## src/rtl/i2c_ctl_pkg.sv

```systemverilog
package i2c_ctl_pkg;
   localparam int unsigned CTL_W    = 16;
   localparam int unsigned B_RST    = 15;
   localparam int unsigned B_STREN  = 9;
   localparam int unsigned B_GCEN   = 8;
   localparam int unsigned B_STOP   = 7;
   localparam int unsigned B_START  = 6;
   localparam int unsigned B_ACK    = 5;
   localparam int unsigned B_STRS   = 4;
   localparam int unsigned B_MODE   = 2;
   localparam int unsigned B_MST    = 1;
   localparam int unsigned B_EN     = 0;
   localparam int unsigned N_PLAIN  = 3;
   localparam int unsigned N_GATED  = 4;
endpackage

```

## src/rtl/i2c_ctl_bitreg.sv

```systemverilog
module i2c_ctl_bitreg #(
   parameter int unsigned N = 1
) (
   input  logic         clk,
   input  logic         rst_n,
   input  logic [N-1:0] ld,
   input  logic [N-1:0] d,
   output logic [N-1:0] q
);
   if (N < 1) begin : g_bad
      $error("i2c_ctl_bitreg: N must be at least 1");
   end

   for (genvar i = 0; i < N; i++) begin : g_bit
      always_ff @(posedge clk or negedge rst_n) begin
         if (!rst_n)     q[i] <= 1'b0;
         else if (ld[i]) q[i] <= d[i];
      end
   end
endmodule

```

## src/rtl/i2c_ctl_accept.sv

```systemverilog
module i2c_ctl_accept (
   input  logic wr_en,
   input  logic busy,
   input  logic rst_pend,
   output logic acc_core,
   output logic acc_en,
   output logic acc_ack
);
   always_comb begin
      acc_core = wr_en & ~busy;
      acc_en   = wr_en & (~busy | rst_pend);
      acc_ack  = wr_en & ~rst_pend;
   end
endmodule

```

## src/rtl/i2c_ctl_cmd.sv

```systemverilog
module i2c_ctl_cmd (
   input  logic clk,
   input  logic rst_n,
   input  logic wr_en,
   input  logic w_start,
   input  logic w_stop,
   input  logic allow,
   input  logic start_done,
   input  logic stop_done,
   input  logic timeout,
   output logic start_q,
   output logic stop_q
);
   logic both_w, set_start, set_stop, clr_start, clr_stop;
   logic start_nx, stop_nx;

   always_comb begin
      both_w    = wr_en & w_start & w_stop;
      set_start = wr_en & w_start & ~w_stop & ~stop_q;
      set_stop  = wr_en & w_stop & ~w_start & ~start_q;
      clr_start = start_done | timeout | both_w | ~allow;
      clr_stop  = stop_done | timeout | both_w | ~allow;
      start_nx  = start_q;
      stop_nx   = stop_q;
      if (clr_start)      start_nx = 1'b0;
      else if (set_start) start_nx = 1'b1;
      if (clr_stop)       stop_nx  = 1'b0;
      else if (set_stop)  stop_nx  = 1'b1;
   end

   always_ff @(posedge clk or negedge rst_n) begin
      if (!rst_n) begin
         start_q <= 1'b0;
         stop_q  <= 1'b0;
      end else begin
         start_q <= start_nx;
         stop_q  <= stop_nx;
      end
   end
endmodule

```

## src/rtl/i2c_ctl_reg.sv

```systemverilog
module i2c_ctl_reg
   import i2c_ctl_pkg::*;
#(
   parameter int unsigned REG_W  = CTL_W,
   parameter bit          RD_REG = 1'b0
) (
   input  logic             clk,
   input  logic             rst_n,
   input  logic             wr_en,
   input  logic [REG_W-1:0] wdata,
   input  logic             rd_en,
   output logic [REG_W-1:0] rdata,
   input  logic             core_busy,
   input  logic             core_reset_done,
   input  logic             core_start_done,
   input  logic             core_stop_done,
   input  logic             core_timeout,
   output logic             ctl_reset,
   output logic             ctl_stretch_en,
   output logic             ctl_gcall_en,
   output logic             ctl_stop_req,
   output logic             ctl_start_req,
   output logic             ctl_ack,
   output logic             ctl_stretch_sel,
   output logic             ctl_mode,
   output logic             ctl_master,
   output logic             ctl_enable
);
   if (REG_W != CTL_W) begin : g_bad_width
      $error("i2c_ctl_reg: REG_W must be 16");
   end

   logic acc_core, acc_en, acc_ack;
   logic en_nx, mst_nx, rst_q;
   logic [N_PLAIN-1:0] plain_q;
   logic [N_GATED-1:0] gated_q, gated_ld, gated_d;
   logic [REG_W-1:0]   img;

   i2c_ctl_accept u_acc (
      .wr_en    (wr_en),
      .busy     (core_busy),
      .rst_pend (rst_q),
      .acc_core (acc_core),
      .acc_en   (acc_en),
      .acc_ack  (acc_ack)
   );

   // order in gated vector: ack, mode, master, enable
   assign gated_ld = {acc_ack, acc_core, acc_core, acc_en};
   assign gated_d  = {wdata[B_ACK], wdata[B_MODE], wdata[B_MST], wdata[B_EN]};

   i2c_ctl_bitreg #(.N(N_GATED)) u_gated (
      .clk (clk), .rst_n (rst_n), .ld (gated_ld), .d (gated_d), .q (gated_q)
   );

   i2c_ctl_bitreg #(.N(N_PLAIN)) u_plain (
      .clk   (clk),
      .rst_n (rst_n),
      .ld    ({N_PLAIN{wr_en}}),
      .d     ({wdata[B_STREN], wdata[B_GCEN], wdata[B_STRS]}),
      .q     (plain_q)
   );

   assign en_nx  = acc_en   ? wdata[B_EN]  : gated_q[0];
   assign mst_nx = acc_core ? wdata[B_MST] : gated_q[1];

   always_ff @(posedge clk or negedge rst_n) begin
      if (!rst_n)                      rst_q <= 1'b0;
      else if (!en_nx)                 rst_q <= 1'b0;
      else if (core_reset_done)        rst_q <= 1'b0;
      else if (wr_en && wdata[B_RST])  rst_q <= 1'b1;
   end

   i2c_ctl_cmd u_cmd (
      .clk        (clk),
      .rst_n      (rst_n),
      .wr_en      (wr_en),
      .w_start    (wdata[B_START]),
      .w_stop     (wdata[B_STOP]),
      .allow      (en_nx & mst_nx),
      .start_done (core_start_done),
      .stop_done  (core_stop_done),
      .timeout    (core_timeout),
      .start_q    (ctl_start_req),
      .stop_q     (ctl_stop_req)
   );

   assign ctl_reset       = rst_q;
   assign ctl_stretch_en  = plain_q[2];
   assign ctl_gcall_en    = plain_q[1];
   assign ctl_stretch_sel = plain_q[0];
   assign ctl_ack         = gated_q[3];
   assign ctl_mode        = gated_q[2];
   assign ctl_master      = gated_q[1];
   assign ctl_enable      = gated_q[0];

   always_comb begin
      img          = '0;
      img[B_RST]   = rst_q;
      img[B_STREN] = ctl_stretch_en;
      img[B_GCEN]  = ctl_gcall_en;
      img[B_STOP]  = ctl_stop_req;
      img[B_START] = ctl_start_req;
      img[B_ACK]   = ctl_ack;
      img[B_STRS]  = ctl_stretch_sel;
      img[B_MODE]  = ctl_mode;
      img[B_MST]   = ctl_master;
      img[B_EN]    = ctl_enable;
   end

   if (RD_REG) begin : g_rd_reg
      always_ff @(posedge clk or negedge rst_n) begin
         if (!rst_n) rdata <= '0;
         else        rdata <= rd_en ? img : '0;
      end
   end else begin : g_rd_comb
      assign rdata = rd_en ? img : '0;
   end
endmodule

```

## config.mk

```make
export PLATFORM = sky130hd
export DESIGN_NAME = i2c_ctl_reg
export DESIGN_NICKNAME = d
export VERILOG_FILES = /design/src/rtl/i2c_ctl_pkg.sv /design/src/rtl/i2c_ctl_bitreg.sv /design/src/rtl/i2c_ctl_accept.sv /design/src/rtl/i2c_ctl_cmd.sv /design/src/rtl/i2c_ctl_reg.sv
export SDC_FILE = /design/constraint.sdc
export NUM_CORES = 1
export LEC_CHECK = 0
export ABC_AREA = 1
export BUFFER_PORTS_ARGS = -buffer_cell sky130_fd_sc_hd__buf_4
export CAP_MARGIN = 20
export CORE_UTILIZATION = 36
export CTS_BUF_LIST = sky130_fd_sc_hd__clkbuf_8
export DETAILED_ROUTE_END_ITERATION = 8
export HOLD_SLACK_MARGIN = 0.05
export PLACE_DENSITY = 0.78
export REMOVE_ABC_BUFFERS = 1
export SLEW_MARGIN = 20
export SYNTH_ARGS = -nofsm -noshare
export SYNTH_HDL_FRONTEND = slang
export SYNTH_SLANG_ARGS = --single-unit
```

## constraint.sdc

```tcl
create_clock -name clk -period 0.8 [get_ports clk]
set_input_delay 0.12 -clock clk [delete_from_list [all_inputs] [get_ports clk]]
set_output_delay 0.12 -clock clk [all_outputs]
set_load 0.005 [all_outputs]
```

==> results.toml <==
[timing]
hold_ws_ns = 0.104
fmax_mhz = 1010
finalSetupViolations = 24
hold_violations = 0
timing.final.ws_setup_ns = -0.194
fin_skew_ns = 0.00281
setup_tns_ns = -3.20
min_period_over_period_pct = 124
drv_slew = 0
finalCriticalPeriod_ns = 0.994
rsz0062_at_grt = "true"

[setup_path]
r2r_start = "ctl_reset"
regToRegSetupSlack_ns = -0.19
cp_data_required_time_ns = 0.68
cp-startpoint = "ctl_reset"
reg2regPathDepth = 5
path_class = "reg2out"
end_kind = "output port"
cp_top_family = "flip-flops"
crit_path_end = "rdata[15]"
critPathLaunchType = "register"
critPathMaxStageDelay_ns = 0.44
worst-path-max-fanout = 6
cp_cell_sequence = "nand2_2 > inv_2 > buf_6"
cp.depth = 3
crit_buf_inv = 2
r2r_end = "ctl_reset"
crit_slowest_cell = "dfrtp_2"
crit_arrival_ns = 0.87

[global_route]
grt_pass1_vias = 641
grt_overflow = 0
grt_max_degree = 14
antenna_found_initial = 0
globalRouteTotalUtil_pct = 18.0
grt_pass1_wl_um = 2580

[layout]
seqCellArea_sq_um = 251
fill_cells = 139
finish.net_count = 167
drive_gt1_share_pct = 40.0
utilization_pct = 67.5
multi_input_area_sq_um = 268
diodes = 0
area_growth_pct = 66.3

[clocking]
clk_pin_slew_ns = 0.04
cts_tree = "yes"
cts_buffers = 3
clock_sinks = 10
cts_max_level = 1
insertion_delay_ns = 0.23
cts_buffer_depth = 2
cts_root_buf = "clkbuf_8"

[logic_synthesis]
synth_area_leader_cell = "dfrtp_1"
synth_top_cell_area_share_pct = 39.1
synthCells = 96
synth_area_leaders = "dfrtp_1, nand2_1, inv_1, buf_4, nand3_2"
yosys_register_bits = 10
seq_area_frac_synth_pct = 39.1
synth_area_sq_um = 639
synth.distinct_cells = 14
syn_avg_cell_area_sq_um = 6.66
yosysWarnings = 0

[place]
gp_congestion = 0.688
hpwl_um = 1180
place_ws_ns = -0.122
io_buffers = 38

[detailed_routing]
drc_errors = 0
vias = 701
wl_um = 1600
drtPass1Iterations = 6
drt-initial-drc-count = 15
ant_nets = 0
viasPerCell = 4.49
drt-wirelength-per-cell_um = 10.3

[power]
p_total_mw = 1.53
ir_drop_mv = 1.09
power_leakage_nw = 0.674
p_per_area_nw_per_um2 = 1440

[die]
die_x_um = 44.1
core_area_sq_um = 1580
dieArea_sq_um = 1950
start_util_pct = 40.6
rows = 14
ios = 51
die-height_um = 44.1

[worst_hold_path]
hold_class = "in2reg"

[run_status]
outcome = "finished, violations left"
violations = "negative setup slack"

[job]
maxCapViolCount = 0
worst reg2reg max path: cells and delay by family, from the launching register on:
kind                   cells  cell delay [ns]
AND/OR/NAND/NOR            4             0.30
buffers and inverters      1             0.15
flip-flops                 1             0.44
power by group:
| part | internal, mW | total (mW) | switching [mW] |
|---|---|---|---|
| clock | 0.327 | 0.491 | 0.164 |
| combinational | 0.259 | 0.442 | 0.183 |
| sequential | 0.553 | 0.598 | 0.0456 |
| total | 1.14 | 1.53 | 0.392 |
synth_stat cells:
master    instances
nand3_2           3
a21oi_1           1
nor2_1            8
conb_1            1
clkbuf_1          1
or2_2             1
dfrtp_1          10
inv_1            22
buf_6             1
o21ai_0           1
nand3_1           4
nand2_2           3
buf_4             6
nand2_1          34
layer usage:
layer	routed length, um	track usage (%)
met1	626	19.1
met2	876	34.7
met3	89	2.86
met4	8	7.27
met5	0	0
cell type report:
| cell class | count | share of cell area, % |
|---|---|---|
| multi-input combinational | 61 | 25.2 |
| inverter | 22 | 7.76 |
| timing repair buffer | 44 | 37.6 |
| tap | 16 | 1.88 |
| sequential | 10 | 23.6 |
| clock buffer | 3 | 3.88 |
logic make-up (layout without fill, tap and decap cells):
| group | after synthesis | after routing | synth area share, % |
|---|---|---|---|
| buffers and inverters | 30 | 69 | 22.3 |
| flip-flops | 10 | 10 | 39.1 |
| AND/OR/NAND/NOR | 53 | 53 | 36.4 |
| AO/OA/AOI/OAI | 2 | 2 | 1.56 |
| other | 1 | 6 | 0.587 |
worst min-delay path by stage:
stage | from | endpoint | slack (ns) | depth (start not counted)
3_3_place_gp | rst_n | u_gated.q[3] | -0.05 | 1
5_1_grt | wdata[9] | u_plain.q[2] | 0.10 | 3
6_report | wdata[8] | u_plain.q[1] | 0.10 | 3
4_1_cts | wdata[8] | u_plain.q[1] | 0.09 | 3
3_5_place_dp | rst_n | u_gated.q[3] | -0.04 | 1
2_1_floorplan | rst_n | ctl_reset | -0.18 | 0
state kept, by name, indices dropped and copies added (netlist names):
| signal | cells |
|---|---|
| u_cmd.stop_q | 1 |
| ctl_reset | 1 |
| u_gated.q | 4 |
| u_cmd.start_q | 1 |
| u_plain.q | 3 |
layout by cell type (no fill, tap or decap), types with 3 or more instances in the layout:
cell type / n
buf_6: 18
nor2_1: 8
nand3_1: 4
dfrtp_1: 9
buf_4: 25
clkbuf_8: 3
inv_1: 21
nand3_2: 3
conb_1: 6
nand2_2: 4
nand2_1: 33
metrics by stage:
stage	cell area (sq um)	instances
4_1_cts	1040	154
3_5_place_dp	911	148
5_1_grt	1060	156
2_1_floorplan	598	93
3_3_place_gp	911	148
6_report	1060	156
timing repair:
action	4_1_cts	5_1_grt
setup buffers	2	2
hold endpoints to repair	10	0
endpoints found under the setup margin	24	25
resized for setup	18	3
hold buffers	1	0
pin swaps	12	3
(Power assumes the default switching activity.)
